`config.mk`:
```
export PLATFORM = sky130hd
export DESIGN_NAME = bank_mapper
export DESIGN_NICKNAME = d
export VERILOG_FILES = /design/src/rtl/bank_mapper_pkg.sv /design/src/rtl/bank_mapper_ctrl.sv /design/src/rtl/bank_mapper_table.sv /design/src/rtl/bank_mapper_decode.sv /design/src/rtl/bank_mapper.sv
export SDC_FILE = /design/constraint.sdc
export NUM_CORES = 1
export LEC_CHECK = 0
export CAP_MARGIN = 20
export CORE_MARGIN = 5
export CORE_UTILIZATION = 31
export DETAILED_ROUTE_END_ITERATION = 6
export HOLD_SLACK_MARGIN = 0.1
export PLACE_DENSITY_LB_ADDON = 0.15
export REMOVE_ABC_BUFFERS = 1
export SYNTH_ARGS = -nofsm -noshare
export SYNTH_HDL_FRONTEND = slang
export SYNTH_SLANG_ARGS = --single-unit
export TNS_END_PERCENT = 50
```
`constraint.sdc`:
```
create_clock -name clk_i -period 1.95 [get_ports clk_i]
set_input_delay 0.2925 -clock clk_i [delete_from_list [all_inputs] [get_ports clk_i]]
set_output_delay 0.2925 -clock clk_i [all_outputs]
set_load 0.02 [all_outputs]
```
`src/rtl/bank_mapper_pkg.sv`:
```
package bank_mapper_pkg;
  parameter int unsigned ADDR_W  = 16;
  parameter int unsigned DATA_W  = 8;
  parameter int unsigned WIN_W   = 2;
  parameter int unsigned BANK_W  = 3;
  localparam int unsigned NUM_WIN = 1 << WIN_W;
  localparam int unsigned OFF_W   = ADDR_W - WIN_W;
  localparam int unsigned PHYS_W  = BANK_W + OFF_W;

  typedef logic [BANK_W-1:0] bank_t;
  typedef logic [1:0]        func_t;

  localparam func_t FUNC_ROM_MODE = 2'b10;
  localparam func_t FUNC_RAM_CFG  = 2'b11;

  typedef struct packed {
    bank_t      cfg;
    logic       lo_rom_en;
    logic       hi_rom_en;
    logic [1:0] mode;
    logic       irq_pulse;
  } ctrl_state_t;

  // Bank for a window under a given arrangement; only windows 1 and 3 vary widely.
  function automatic bank_t bank_of(input bank_t cfg, input logic [WIN_W-1:0] win);
    bank_t b;
    case (win)
      2'd0: b = (cfg == 3'd2) ? 3'd4 : 3'd0;
      2'd1: begin
        case (cfg)
          3'd0, 3'd1: b = 3'd1;
          3'd2:       b = 3'd5;
          3'd3:       b = 3'd3;
          default:    b = cfg;
        endcase
      end
      2'd2: b = (cfg == 3'd2) ? 3'd6 : 3'd2;
      default: b = (cfg == 3'd1 || cfg == 3'd2 || cfg == 3'd3) ? 3'd7 : 3'd3;
    endcase
    return b;
  endfunction
endpackage

```
`src/rtl/bank_mapper_ctrl.sv`:
```
module bank_mapper_ctrl
  import bank_mapper_pkg::*;
(
  input  logic              clk_i,
  input  logic              rst_ni,
  input  logic              en_128k_i,
  input  logic              wr_valid_i,
  input  func_t             wr_func_i,
  input  logic [DATA_W-1:0] wr_data_i,
  output ctrl_state_t       state_o
);
  ctrl_state_t st_q, st_d;
  logic wr_rom, wr_ram;
  logic unused_data_hi;

  assign unused_data_hi = ^wr_data_i[DATA_W-1:5];
  assign wr_rom = wr_valid_i && (wr_func_i == FUNC_ROM_MODE);
  assign wr_ram = wr_valid_i && (wr_func_i == FUNC_RAM_CFG) && en_128k_i;

  always_comb begin
    st_d = st_q;
    st_d.irq_pulse = 1'b0;
    if (wr_rom) begin
      st_d.lo_rom_en = ~wr_data_i[2];
      st_d.hi_rom_en = ~wr_data_i[3];
      st_d.mode      = wr_data_i[1:0];
      st_d.irq_pulse = wr_data_i[4];
    end
    if (wr_ram) st_d.cfg = wr_data_i[BANK_W-1:0];
  end

  always_ff @(posedge clk_i or negedge rst_ni) begin
    if (!rst_ni) begin
      st_q.cfg       <= '0;
      st_q.lo_rom_en <= 1'b1;
      st_q.hi_rom_en <= 1'b1;
      st_q.mode      <= 2'd0;
      st_q.irq_pulse <= 1'b0;
    end else begin
      st_q <= st_d;
    end
  end

  assign state_o = st_q;
endmodule

```
`src/rtl/bank_mapper_table.sv`:
```
module bank_mapper_table
  import bank_mapper_pkg::*;
(
  input  bank_t cfg_i,
  input  logic  en_128k_i,
  output bank_t banks_o [NUM_WIN]
);
  for (genvar w = 0; w < NUM_WIN; w++) begin : g_win
    localparam logic [WIN_W-1:0] WIN = WIN_W'(w);
    // Without the enable every window sits on its own-numbered bank.
    assign banks_o[w] = en_128k_i ? bank_of(cfg_i, WIN) : bank_t'(w);
  end
endmodule

```
`src/rtl/bank_mapper_decode.sv`:
```
module bank_mapper_decode
  import bank_mapper_pkg::*;
(
  input  logic              lo_rom_en_i,
  input  logic              hi_rom_en_i,
  input  bank_t             banks_i [NUM_WIN],
  input  logic [ADDR_W-1:0] cpu_addr_i,
  input  logic              cpu_we_i,
  output logic              rom_sel_o,
  output logic              rom_upper_o,
  output logic [PHYS_W-1:0] ram_addr_o
);
  logic [WIN_W-1:0] win;
  logic             is_lo, is_hi;

  assign win   = cpu_addr_i[ADDR_W-1:OFF_W];
  assign is_lo = (win == '0);
  assign is_hi = (win == {WIN_W{1'b1}});

  // Overlay applies to reads only; writes fall through to RAM.
  assign rom_sel_o   = !cpu_we_i && ((is_lo && lo_rom_en_i) || (is_hi && hi_rom_en_i));
  assign rom_upper_o = rom_sel_o && is_hi;
  assign ram_addr_o  = {banks_i[win], cpu_addr_i[OFF_W-1:0]};
endmodule

```
`src/rtl/bank_mapper.sv`:
```
module bank_mapper
  import bank_mapper_pkg::*;
(
  input  logic        clk_i,
  input  logic        rst_ni,
  input  logic        en_128k_i,
  input  logic        wr_valid_i,
  input  logic [1:0]  wr_func_i,
  input  logic [7:0]  wr_data_i,
  input  logic [15:0] cpu_addr_i,
  input  logic        cpu_we_i,
  output logic        rom_sel_o,
  output logic        rom_upper_o,
  output logic [16:0] ram_addr_o,
  output logic [1:0]  video_mode_o,
  output logic        irq_cnt_rst_o
);
  ctrl_state_t st;
  bank_t       banks [NUM_WIN];

  bank_mapper_ctrl u_ctrl (
    .clk_i      (clk_i),
    .rst_ni     (rst_ni),
    .en_128k_i  (en_128k_i),
    .wr_valid_i (wr_valid_i),
    .wr_func_i  (wr_func_i),
    .wr_data_i  (wr_data_i),
    .state_o    (st)
  );

  bank_mapper_table u_table (
    .cfg_i     (st.cfg),
    .en_128k_i (en_128k_i),
    .banks_o   (banks)
  );

  bank_mapper_decode u_decode (
    .lo_rom_en_i (st.lo_rom_en),
    .hi_rom_en_i (st.hi_rom_en),
    .banks_i     (banks),
    .cpu_addr_i  (cpu_addr_i),
    .cpu_we_i    (cpu_we_i),
    .rom_sel_o   (rom_sel_o),
    .rom_upper_o (rom_upper_o),
    .ram_addr_o  (ram_addr_o)
  );

  assign video_mode_o  = st.mode;
  assign irq_cnt_rst_o = st.irq_pulse;
endmodule

```
==> impl_metrics.json <==
{
  "power_frac_seq": 0.447,
  "grt_pass1_vias": 377,
  "final_max_slew_viol_count": 0,
  "critPathArrivalTime_ns": 1.60,
  "dr_total_vias": 397,
  "power_frac_comb": 0.287,
  "finalSetupViolCount": 0,
  "start_kind": "register",
  "fin_worst_skew_ns": 0,
  "muxShareOfSynthArea": 0.141,
  "synthSimpleGateAreaFrac": 0.197,
  "crit_slowest_cell": "dfstp_2",
  "dpl.hpwl_um": 937,
  "period_share": 0.969,
  "synth_top_area_share": 0.278,
  "critPathKind": "reg -> out",
  "fillerInstances": 184,
  "cts_tree": "done",
  "port_buffers": 21,
  "antenna_found_initial": 0,
  "tightest_slew_ns": 0.338,
  "rsz0062_at_grt": "no",
  "leakagePower_nw": 0.333,
  "drt_iter0_markers": 1,
  "avgSynthCellArea_sq_um": 10.8,
  "cts_inserted_buffers": 3,
  "clk_latency_ns": 0.25,
  "async_reset_ff_frac": 1.00,
  "cpPeakStageDelay_ns": 0.52,
  "cp.required_ns": 1.66,
  "p_sw_frac": 0.276,
  "synthFlopType": "dfrtp_1",
  "vias_per_cell": 5.03,
  "synth_fa_ha_area_frac": 0,
  "clk_pin_slew_ns": 0.06,
  "hold_path.class": "in -> async",
  "overflow": 0,
  "antennaDiodeCount": 0,
  "p_per_area_nw_per_um2": 721,
  "core_sq_um": 1690,
  "status": "finished clean",
  "drt_first_pass_iters": 2,
  "synth_area_sq_um": 541,
  "path_cells": "or3b_1 -> a21oi_1 -> dlygate4sd2_1",
  "rows": 15,
  "cts.sinks": 8,
  "peakVddDrop_v": 0.000351,
  "grt_usage": 0.0893,
  "placed_cells": 75,
  "place_congestion": 0.619,
  "worstPathMaxFanout": 2,
  "hold_buffers": 0,
  "yosysUniqueCellTypes": 21,
  "fin_crit_ns": 1.89,
  "switching_power_mw": 0.138,
  "synth_top_area_cell": "dfrtp_1",
  "die_h_um": 51.8,
  "final_core_utilization": 0.411,
  "r2r_slack_ns": 1.13,
  "maxSlewHeadroom": 0.774,
  "synth_compound_area_frac": 0.0440,
  "ys_seq_area_frac": 0.375,
  "synth_top_family_by_area": "buffers and inverters",
  "post_synth_main_area_contributors": "dfrtp_1, buf_4, mux2_1",
  "wirelength_um": 1160,
  "maxCapViolations": 0,
  "grt_max_degree": 9,
  "wl_per_cell_um": 14.6,
  "yosysMostFrequentCell": "buf_4",
  "synth_warnings": 0,
  "die_w_um": 51.8,
  "htree_levels": 1,
  "p_clk_frac": 0.266,
  "drc": 0,
  "cts_root_buffer": "clkbuf_4",
  "io-pin-count": 53,
  "fmax_mhz": 529,
  "p_int_mw": 0.362,
  "synth_edf_count": 0,
  "largest_reg_flops": 8,
  "synthTopCellsByCount": "buf_4, dfrtp_1, mux2_1, inv_1",
  "syn_inst": 50,
  "hold_viol": 0,
  "fin_cells": 79,
  "synthXorXnorAreaFrac": 0,
  "ys_ff_latch": 8,
  "cp-end-kind": "output pin",
  "nets": 94,
  "clockBufferDepth": 2,
  "area_delta_synth_final_pct": 28.5,
  "start_util": 0.320,
  "ant_nets": 0,
  "grt_pass1_wl_um": 1720,
  "dieArea_sq_um": 2680,
  "drive_above_1_share": 0.161
}
-- logic make-up (layout without fill, tap and decap cells) --
kind of cell           after synthesis  after routing
flip-flops                           8              8
AND/OR/NAND/NOR                     13             13
buffers and inverters               19             31
AO/OA/AOI/OAI                        3              3
multiplexers                         7              7
-- placed cells by master, fill, tap and decap left out --
cell / n
clkdlybuf4s50_1: 16
dfrtp_1: 6
mux2_1: 5
dlygate4sd2_1: 5
inv_1: 3
clkbuf_4: 3
buf_4: 3
nand2_1: 2
mux2i_1: 2
dfstp_2: 2
or2_1: 1
a41o_1: 1
nor4bb_1: 1
nor2b_1: 1
nand3b_4: 1
nor2_1: 1
nand3b_1: 1
nand4b_1: 1
o221ai_1: 1
nand3_1: 1
or3b_1: 1
a21oi_1: 1
and4b_1: 1
nand4_2: 1
clkbuf_1: 1
-- per-layer routing --
layer	track usage	wire (um)
met3	0.0802	208
met5	0	0
met2	0.106	519
met4	0.0655	0
met1	0.0972	428
-- power by group through the flow --
stage / Combinational [mW] / Clock (mW) / Sequential (mW)
after floorplan: 0.0607 / 0 / 0.231
after global placement: 0.152 / 0 / 0.225
after detailed placement: 0.153 / 0 / 0.226
after CTS: 0.147 / 0.139 / 0.224
after global routing: 0.156 / 0.149 / 0.227
final: 0.144 / 0.133 / 0.224
-- critical path: cells and delay by family (launching register included) --
kind            cells  cell delay [ns]
simple gates        1             0.34
compound gates      1             0.14
flops               1             0.52
buf+inv             1             0.34
-- through the flow --
step | worst slack [ns] | power (mW) | hold slack [ns] | TNS, ns | cell area (sq um)
after floorplan | 0.448 | 0.292 | -0.00309 | 0 | 420
after global placement | -0.189 | 0.378 | 0.459 | -0.448 | 674
after detailed placement | -0.195 | 0.379 | 0.460 | -0.495 | 674
after CTS | 0.0451 | 0.509 | 0.311 | 0 | 694
after global routing | 0.00416 | 0.531 | 0.323 | 0 | 694
final | 0.0610 | 0.501 | 0.307 | 0 | 694
-- worst paths after layout --
path,from,endpoint,cells past startpoint
max in group asynchronous,rst_ni,u_ctrl.state_o[4],1
min in group clk_i,u_ctrl.state_o[4],u_ctrl.state_o[4],2
worst max register to register,u_ctrl.state_o[5],u_ctrl.state_o[5],1
worst min-delay path,rst_ni,u_ctrl.state_o[5],1
worst min register to register,u_ctrl.state_o[4],u_ctrl.state_o[4],2
worst max-delay path,u_ctrl.state_o[4],rom_sel_o,3
-- what timing repair did --
| item | 4_1_cts | 5_1_grt |
|---|---|---|
| gates resized for setup | 5 | 0 |
| setup buffers | 0 | 0 |
| setup endpoints to repair | 5 | 0 |
-- layout make-up --
cell class | instances | area (sq um) | share of cell area
Clock buffer | 4 | 26.3 | 0.0378
Inverter | 3 | 11.3 | 0.0162
Multi-Input combinational cell | 23 | 206 | 0.297
Sequential cell | 8 | 203 | 0.292
Tap cell | 17 | 21.3 | 0.0306
Timing Repair Buffer | 24 | 226 | 0.326
Note: power is estimated with default switching activity, not from simulation.
